===== config.mk =====
export PLATFORM = sky130hd
export DESIGN_NAME = pswRampCtl
export DESIGN_NICKNAME = d
export VERILOG_FILES = /design/src/rtl/pswCtlPkg.sv /design/src/rtl/pswCtlFsm.sv /design/src/rtl/pswCtlPath.sv /design/src/rtl/pswRampCtl.sv
export SDC_FILE = /design/constraint.sdc
export NUM_CORES = 1
export LEC_CHECK = 0
export BUFFER_PORTS_ARGS = -buffer_cell sky130_fd_sc_hd__buf_2
export CORE_MARGIN = 5
export CORE_UTILIZATION = 36
export CTS_CLUSTER_SIZE = 24
export DETAILED_ROUTE_END_ITERATION = 10
export GPL_TIMING_DRIVEN = 0
export PLACE_DENSITY = 0.6
export SYNTH_ARGS = -nofsm -noshare
export SYNTH_HDL_FRONTEND = slang
export SYNTH_HIERARCHICAL = 1
export SYNTH_SLANG_ARGS = --single-unit

===== constraint.sdc =====
create_clock -name clk -period 8.8 [get_ports clk]
set_input_delay 0.44 -clock clk [delete_from_list [all_inputs] [get_ports clk]]
set_output_delay 0.44 -clock clk [all_outputs]
set_load 0.01 [all_outputs]

===== src/rtl/pswCtlPkg.sv =====
package pswCtlPkg;

  typedef enum logic [2:0] {
    ST_OFF   = 3'd0,
    ST_RAMP  = 3'd1,
    ST_WAIT  = 3'd2,
    ST_ON    = 3'd3,
    ST_FAULT = 3'd4
  } pswState_t;

  // strobes from control to datapath
  typedef struct packed {
    logic clear;      // return everything to off
    logic start;      // first step of a ramp
    logic rampEn;     // advance divider / code
    logic sampleEn;   // comparator sample is meaningful
    logic toEn;       // count full-scale wait cycles
    logic setAck;     // set the power-good flag
    logic setFault;   // set the timeout flag
    logic forceFull;  // drive code to full scale
  } pswCmd_t;

  // status from datapath to control
  typedef struct packed {
    logic lastStep;   // this step reaches full scale
    logic toExpired;  // this wait cycle exhausts the limit
    logic twoHits;    // second consecutive above-threshold sample
  } pswStat_t;

endpackage


===== src/rtl/pswCtlFsm.sv =====
module pswCtlFsm
  import pswCtlPkg::*;
(
  input  logic     clk,
  input  logic     rst,
  input  logic     req,
  input  pswStat_t stat,
  output pswCmd_t  cmd,
  output logic     cmpEn
);

  pswState_t state, stateNxt;

  always_ff @(posedge clk or posedge rst) begin
    if (rst) state <= ST_OFF;
    else     state <= stateNxt;
  end

  assign cmpEn = (state == ST_RAMP) || (state == ST_WAIT);

  always_comb begin
    stateNxt = state;
    cmd      = '0;
    cmd.sampleEn = cmpEn;
    unique case (state)
      ST_OFF: begin
        if (req) begin
          cmd.start = 1'b1;
          stateNxt  = ST_RAMP;
        end else begin
          cmd.clear = 1'b1;
        end
      end
      ST_RAMP: begin
        if (!req) begin
          cmd.clear = 1'b1;
          stateNxt  = ST_OFF;
        end else if (stat.twoHits) begin
          cmd.setAck    = 1'b1;
          cmd.forceFull = 1'b1;
          stateNxt      = ST_ON;
        end else begin
          cmd.rampEn = 1'b1;
          if (stat.lastStep) stateNxt = ST_WAIT;
        end
      end
      ST_WAIT: begin
        if (!req) begin
          cmd.clear = 1'b1;
          stateNxt  = ST_OFF;
        end else if (stat.twoHits) begin
          cmd.setAck    = 1'b1;
          cmd.forceFull = 1'b1;
          stateNxt      = ST_ON;
        end else begin
          cmd.toEn = 1'b1;
          if (stat.toExpired) begin
            cmd.setFault = 1'b1;
            stateNxt     = ST_FAULT;
          end
        end
      end
      ST_ON, ST_FAULT: begin
        if (!req) begin
          cmd.clear = 1'b1;
          stateNxt  = ST_OFF;
        end
      end
      default: begin
        cmd.clear = 1'b1;
        stateNxt  = ST_OFF;
      end
    endcase
  end

endmodule


===== src/rtl/pswCtlPath.sv =====
module pswCtlPath
  import pswCtlPkg::*;
#(
  parameter int CODE_W = 4,
  parameter int DIV_W  = 8,
  parameter int LIM_W  = 12
) (
  input  logic              clk,
  input  logic              rst,
  input  logic              cmpAbove,
  input  logic [DIV_W-1:0]  stepDiv,
  input  logic [LIM_W-1:0]  toLimit,
  input  pswCmd_t           cmd,
  output pswStat_t          stat,
  output logic [CODE_W-1:0] gateCode,
  output logic              ackFlag,
  output logic              faultFlag
);

  localparam logic [CODE_W-1:0] CODE_MAX  = {CODE_W{1'b1}};
  localparam logic [CODE_W-1:0] CODE_LAST = CODE_MAX - 1'b1;
  localparam logic [CODE_W-1:0] CODE_ONE  = {{(CODE_W-1){1'b0}}, 1'b1};

  logic [DIV_W-1:0] divCnt;
  logic [DIV_W-1:0] divEnd;
  logic [LIM_W-1:0] toCnt;
  logic [LIM_W:0]   toNext;
  logic [LIM_W:0]   toEnd;
  logic             prevAbove;
  logic             divDone;

  // a zero divider or limit behaves as one
  assign divEnd  = (stepDiv == '0) ? '0 : stepDiv - 1'b1;
  assign divDone = (divCnt >= divEnd);
  assign toNext  = {1'b0, toCnt} + 1'b1;
  assign toEnd   = (toLimit == '0) ? {{LIM_W{1'b0}}, 1'b1} : {1'b0, toLimit};

  assign stat.lastStep  = divDone && (gateCode == CODE_LAST);
  assign stat.toExpired = (toNext >= toEnd);
  assign stat.twoHits   = cmd.sampleEn && cmpAbove && prevAbove;

  // gate-drive code and step divider
  always_ff @(posedge clk or posedge rst) begin
    if (rst) begin
      gateCode <= '0;
      divCnt   <= '0;
    end else if (cmd.clear) begin
      gateCode <= '0;
      divCnt   <= '0;
    end else if (cmd.start) begin
      gateCode <= CODE_ONE;
      divCnt   <= '0;
    end else if (cmd.forceFull) begin
      gateCode <= CODE_MAX;
    end else if (cmd.rampEn) begin
      if (divDone) begin
        divCnt <= '0;
        if (gateCode != CODE_MAX) gateCode <= gateCode + 1'b1;
      end else begin
        divCnt <= divCnt + 1'b1;
      end
    end
  end

  // full-scale wait counter
  always_ff @(posedge clk or posedge rst) begin
    if (rst)                       toCnt <= '0;
    else if (cmd.clear || cmd.start) toCnt <= '0;
    else if (cmd.toEn && !stat.toExpired) toCnt <= toCnt + 1'b1;
  end

  // comparator sample history
  always_ff @(posedge clk or posedge rst) begin
    if (rst)                         prevAbove <= 1'b0;
    else if (cmd.clear || cmd.start) prevAbove <= 1'b0;
    else if (cmd.sampleEn)           prevAbove <= cmpAbove;
  end

  // set/reset result flags
  always_ff @(posedge clk or posedge rst) begin
    if (rst) begin
      ackFlag   <= 1'b0;
      faultFlag <= 1'b0;
    end else if (cmd.clear) begin
      ackFlag   <= 1'b0;
      faultFlag <= 1'b0;
    end else begin
      if (cmd.setAck)   ackFlag   <= 1'b1;
      if (cmd.setFault) faultFlag <= 1'b1;
    end
  end

endmodule


===== src/rtl/pswRampCtl.sv =====
module pswRampCtl
  import pswCtlPkg::*;
#(
  parameter int CODE_W = 4,
  parameter int DIV_W  = 8,
  parameter int LIM_W  = 12
) (
  input  logic              clk,
  input  logic              rst,
  input  logic              req,
  input  logic              cmpAbove,
  input  logic [DIV_W-1:0]  stepDiv,
  input  logic [LIM_W-1:0]  toLimit,
  output logic [CODE_W-1:0] gateCode,
  output logic              cmpEn,
  output logic              ack,
  output logic              fault
);

  pswCmd_t  cmd;
  pswStat_t stat;

  pswCtlFsm uFsm (
    .clk   (clk),
    .rst   (rst),
    .req   (req),
    .stat  (stat),
    .cmd   (cmd),
    .cmpEn (cmpEn)
  );

  pswCtlPath #(
    .CODE_W (CODE_W),
    .DIV_W  (DIV_W),
    .LIM_W  (LIM_W)
  ) uPath (
    .clk       (clk),
    .rst       (rst),
    .cmpAbove  (cmpAbove),
    .stepDiv   (stepDiv),
    .toLimit   (toLimit),
    .cmd       (cmd),
    .stat      (stat),
    .gateCode  (gateCode),
    .ackFlag   (ack),
    .faultFlag (fault)
  );

endmodule


== Word level (Yosys, flattened, before mapping) ==
Index checks and enable logic that the tools add are counted.

* Word-level logic and storage cells: 94
* Bits of input ports: 24
* Bits in registers: 30
* Output and inout port bits: 7

* Mux-type cells: 46
* Equality and inequality tests: 11
* Reduce and logical (&&, ||, !) cells: 23
* $add $sub $neg: 5
* Magnitude comparators: 2

{| class="wikitable"
|+ Operator list
! operator !! count
|-
| $mux W8 || 6
|-
| $mux W12 || 3
|-
| $mux W4 || 7
|-
| $mux W3 || 8
|-
| $mux W1 || 19
|-
| $add A12 B1 Y13 const B || 1
|-
| $ge A13 B13 Y1 || 1
|-
| $add A12 B1 Y12 const B || 1
|-
| $logic_not A12 Y1 || 1
|-
| $pmux W3 S4 || 1
|-
| $reduce_bool A4 Y1 || 3
|-
| $add A8 B1 Y8 const B || 1
|-
| $ge A8 B8 Y1 || 1
|-
| $logic_not A8 Y1 || 1
|-
| $ne A4 B4 Y1 const B || 2
|-
| $reduce_bool A2 Y1 || 4
|-
| $sub A8 B1 Y8 const B || 1
|-
| $eq A3 B2 Y1 const B || 2
|-
| $reduce_or A5 Y1 || 1
|-
| $add A4 B1 Y4 const B || 1
|-
| $eq A4 B4 Y1 const B || 1
|-
| $logic_and A1 B1 Y1 || 4
|-
| $ne A2 B2 Y1 const B || 2
|-
| $ne A4 B3 Y1 const B || 1
|-
| 12 further kinds || 14
|}

== Logic depth before layout (Yosys ltp) ==
* Depth in word-level cells: 11
* Depth in mapped cells: 15
* Gate-level depth less buffers: 15

== By module ==
Netlist, hierarchy kept.

{| class="wikitable"
|+ Modules (own cells, without submodules)
! module !! times used !! area each (um^2) !! cells an instance !! seq. area each (um^2)
|-
| pswCtlPath || 1 || 2368.5 || 278 || 675.6
|-
| pswCtlFsm || 1 || 230.2 || 28 || 75.1
|}

== Worst setup path after synthesis ==
Ideal clock, no wire load.

* Kind: register -> register
* Start: register uPath.toCnt[0]
* End: register uFsm.state[2]
* Setup time: 125 ps
* Buffers on the path: 0
* Data required time: 8675 ps
* Path slack: 5803 ps
* Period minus slack after synthesis: 2997 ps
* Cell stages (with the launch flop): 15
* Arrival: 2872 ps
* Path through: dfrtp_1 -> ha_1 -> nand3_2 -> nor2_4 -> nand2_1 -> nor2_2 -> xor2_1 -> ha_1 -> and3_1 -> nor3b_1 -> o31a_2 -> or3_1 -> and4bb_1 -> a21oi_1 -> nor3b_2

{| class="wikitable"
|+ RTL lines
! what !! RTL line !! RTL
|-
| from (decl) || pswCtlPath.sv:26 || <nowiki>logic [LIM_W-1:0] toCnt;</nowiki>
|-
| from (signal assigned) || pswCtlPath.sv:69 || <nowiki>else if (cmd.toEn && !stat.toExpired) toCnt <= toCnt + 1'b1;</nowiki>
|-
| to (signal assigned) || pswCtlFsm.sv:16 || <nowiki>else state <= stateNxt;</nowiki>
|-
| to (decl) || pswCtlFsm.sv:12 || <nowiki>pswState_t state, stateNxt;</nowiki>
|}

==> results.yml <==
pwr:
  clockPowerShare: 0.395
  power_density_mw_per_mm2: 98.9
  power.switching_mw: 0.0764
  total_power_mw: 0.293
  p_seq_frac: 0.480
  irDropWorstVdd_mv: 0.0875
  p_int_mw: 0.217
  comb_power_share: 0.125
  sw_frac_of_total: 0.261
  p_leak_nw: 1.39
layout:
  area_growth_pct: 14.1
  fin_nets: 392
  final_cell_mix: "36 x nor2_1, 31 x nand2_1, 30 x buf_2, 30 x dfrtp_1, 25 x ha_1"
  seqCellArea_sq_um: 751
  fin_util: 0.415
  multi_input_area_sq_mm: 0.00172
  nFillCells: 751
  mostFrequentLayoutCell: "nor2_1"
  n_antenna_cell: 0
  final_layout_size_suffix_gt1_frac: 0.198
placement:
  io_buffers: 30
  dp_hpwl_microns: 4160
  gp_congestion: 0.761
run:
  max-cap-violations: 0
logic_synthesis:
  yosysWarnings: 6
  synth_cell_types: 51
  syn_nets: 355
  synth-seq-cells: 30
  ys.flop_type: "dfrtp_1"
  synth.avg_cell_area_sq_um: 8.49
  synthCells: 306
  synth-async-reset-ratio: 1.00
  ys_seq_area_frac: 0.289
  synth_edf_count: 0
  syn_area_sq_mm: 0.00260
worst_setup_path:
  critPathMaxStageDelay_ns: 0.43
  start_kind: "flip-flop"
  reg2reg_to: "uFsm/state[2]$_DFFE_PP0P_"
  ff2ff_setup_slack_ns: 5.51
  worst-path-buf-inv: 0
  worst_ep_arrival_time_ns: 3.46
  worst_ep_required_time_ns: 8.97
  worstPathMaxFanout: 7
  crit_path_end_kind: "flip-flop"
  cp_common_cell: "ha_1"
  crit_chain: "ha_1, nand3_2, nor2_4, nand2_1, nor2_2, xor2_1, ha_1, and3_1, nor3b_1, o31a_2, or3_1, and4bb_1, a21oi_1, nor3b_2"
  critPathSlowestCell: "dfrtp_1"
  path_class: "flip-flop to flip-flop"
  rr_startpoint: "uPath/toCnt[0]$_DFFE_PP0P_"
  ff2ff_path_depth: 14
  critPathTopFamily: "simple AND/OR/NAND/NOR gates"
floorplanning:
  fp.dieW_microns: 95.0
  io_pins: 31
  core-area_sq_mm: 0.00714
  rows: 31
  start_util: 0.364
  die_area_sq_mm: 0.00902
  dieHeight_microns: 95.0
routing:
  postRouteAntennaNets: 0
  via_per_inst: 4.90
  drc: 0
  drt-pass1-iter-count: 4
  initialDrtViolationCount: 69
  wl_per_cell_microns: 12.2
  wirelength_microns: 5380
  route.vias.total: 2171
clock_network:
  cts.path.max_buffers: 2
  clk_latency_ns: 0.28
  post_cts_buffers: 0
  cts_resized: 0
  cts_tree: "yes"
  htree_levels: 2
  clk_pin_slew_worst_paths_ns: 0.07
  cts.sinks: 30
  ctsHoldBuffers: 0
  numCtsBuffers: 5
  root_buffer: "clkbuf_8"
grt:
  antenna_found_initial: 0
  grt_max_degree: 28
  grt_pass1_wl_microns: 9500
  grt.overflow.total: 0
  track_usage: 0.132
  grt_pass1_vias: 2052
timing:
  timing.setup.tns_ns: 0
  fin_crit_sh: 0.374
  rsz0062_at_grt: "false"
  slew_viol_final: 0
  post-route-min-period_ns: 3.29
  fmax_mhz: 304
  finalHoldViolations: 0
  fin_worst_skew_ns: 0.00683
  slew_headroom: 0.275
  worst_slew_pin_slew_ns: 1.09
  setup_viol: 0
worst_hold_path:
  hold_path_class: "primary input to async pin"
status:
  status: "complete, no violations"
## per-stage QoR
step	hold slack, ns	setup WS [ns]	instances	instance area [sq um]
finish	0.0170	5.51	443	2960
floorplan	0.194	5.80	306	2600
global route	0.00460	5.17	443	2960
CTS	0.0103	5.47	443	2960
detailed placement	0.320	5.22	435	2870
global placement	0.320	5.29	435	2870
## flip-flops by register name (all words and copies together), names as in the netlist
| register | flops |
|---|---|
| uPath/faultFlag | 1 |
| uPath/divCnt | 8 |
| uPath/prevAbove | 1 |
| uFsm/state | 3 |
| uPath/gateCode | 4 |
| uPath/toCnt | 12 |
| uPath/ackFlag | 1 |
## layer usage
| layer | vias up | share of wire | wire (microns) | GRT usage |
|---|---|---|---|---|
| met4 | 0 | 0.012 | 64 | 0.0397 |
| met2 | 27 | 0.47 | 2510 | 0.203 |
| li1 | 1140 | - | - | - |
| met1 | 999 | 0.50 | 2680 | 0.182 |
| met5 | - | 0 | 0 | 0 |
| met3 | 5 | 0.025 | 132 | 0.0319 |
## power by group through the flow
stage / combinational (mW) / sequential, mW / clock [mW]
3_3_place_gp: 0.0366 / 0.143 / 0
4_1_cts: 0.0374 / 0.141 / 0.120
3_5_place_dp: 0.0372 / 0.143 / 0
6_report: 0.0367 / 0.141 / 0.116
5_1_grt: 0.0423 / 0.141 / 0.127
2_1_floorplan: 0.0233 / 0.143 / 0
## cells by family after synthesis
family          synth area share
compound gates             0.142
xor+xnor                  0.0674
fa+ha+maj                  0.120
buf+inv                   0.0496
flops                      0.289
mux                       0.0116
simple gates               0.321
## synthesized netlist by cell type (2+ instances only)
cell	number	area, sq um
nor2_1	36	135
nand2_1	31	116
dfrtp_1	30	751
ha_1	25	313
inv_1	18	67.6
a21oi_1	16	80.1
nor3_1	16	80.1
xnor2_1	13	114
nand3_1	11	55.1
o21ai_1	11	55.1
and3_1	8	50.1
nand2b_1	7	43.8
xor2_1	7	61.3
a31o_1	6	52.6
clkbuf_1	5	18.8
nor2b_1	5	31.3
a211oi_1	4	30.0
a21oi_2	4	35.0
nor4_2	4	50.1
mux2i_1	3	30.0
nand3b_1	3	22.5
nor2_2	3	18.8
nor3b_1	3	22.5
or2_1	3	18.8
buf_4	2	15.0
buf_6	2	22.5
nand3_2	2	20.0
nor2_4	2	22.5
nor4_1	2	12.5
o21ai_0	2	10.0
or3_1	2	12.5
## how the worst max path moves through the flow
stage,startpoint,end,slack [ns],depth (start not counted)
6_report,uPath/toCnt[0]$_DFFE_PP0P_,uFsm/state[2]$_DFFE_PP0P_,5.51,14
5_1_grt,stepDiv[0],uFsm/state[1]$_DFFE_PP0P_,5.17,15
4_1_cts,uPath/toCnt[0]$_DFFE_PP0P_,uFsm/state[2]$_DFFE_PP0P_,5.47,14
3_5_place_dp,stepDiv[0],uFsm/state[1]$_DFFE_PP0P_,5.22,15
3_3_place_gp,stepDiv[0],uFsm/state[1]$_DFFE_PP0P_,5.29,15
2_1_floorplan,uPath/toCnt[0]$_DFFE_PP0P_,uFsm/state[2]$_DFFE_PP0P_,5.80,14
## area by class of cell
type,instances,area share
inverter,19,0.0245
multi-input combinational,248,0.580
sequential,30,0.253
buffer,9,0.0190
clock inverter,1,0.00169
tap,99,0.0418
timing repair buffer,30,0.0507
clock buffer,7,0.0291
(Power assumes the default switching activity.)
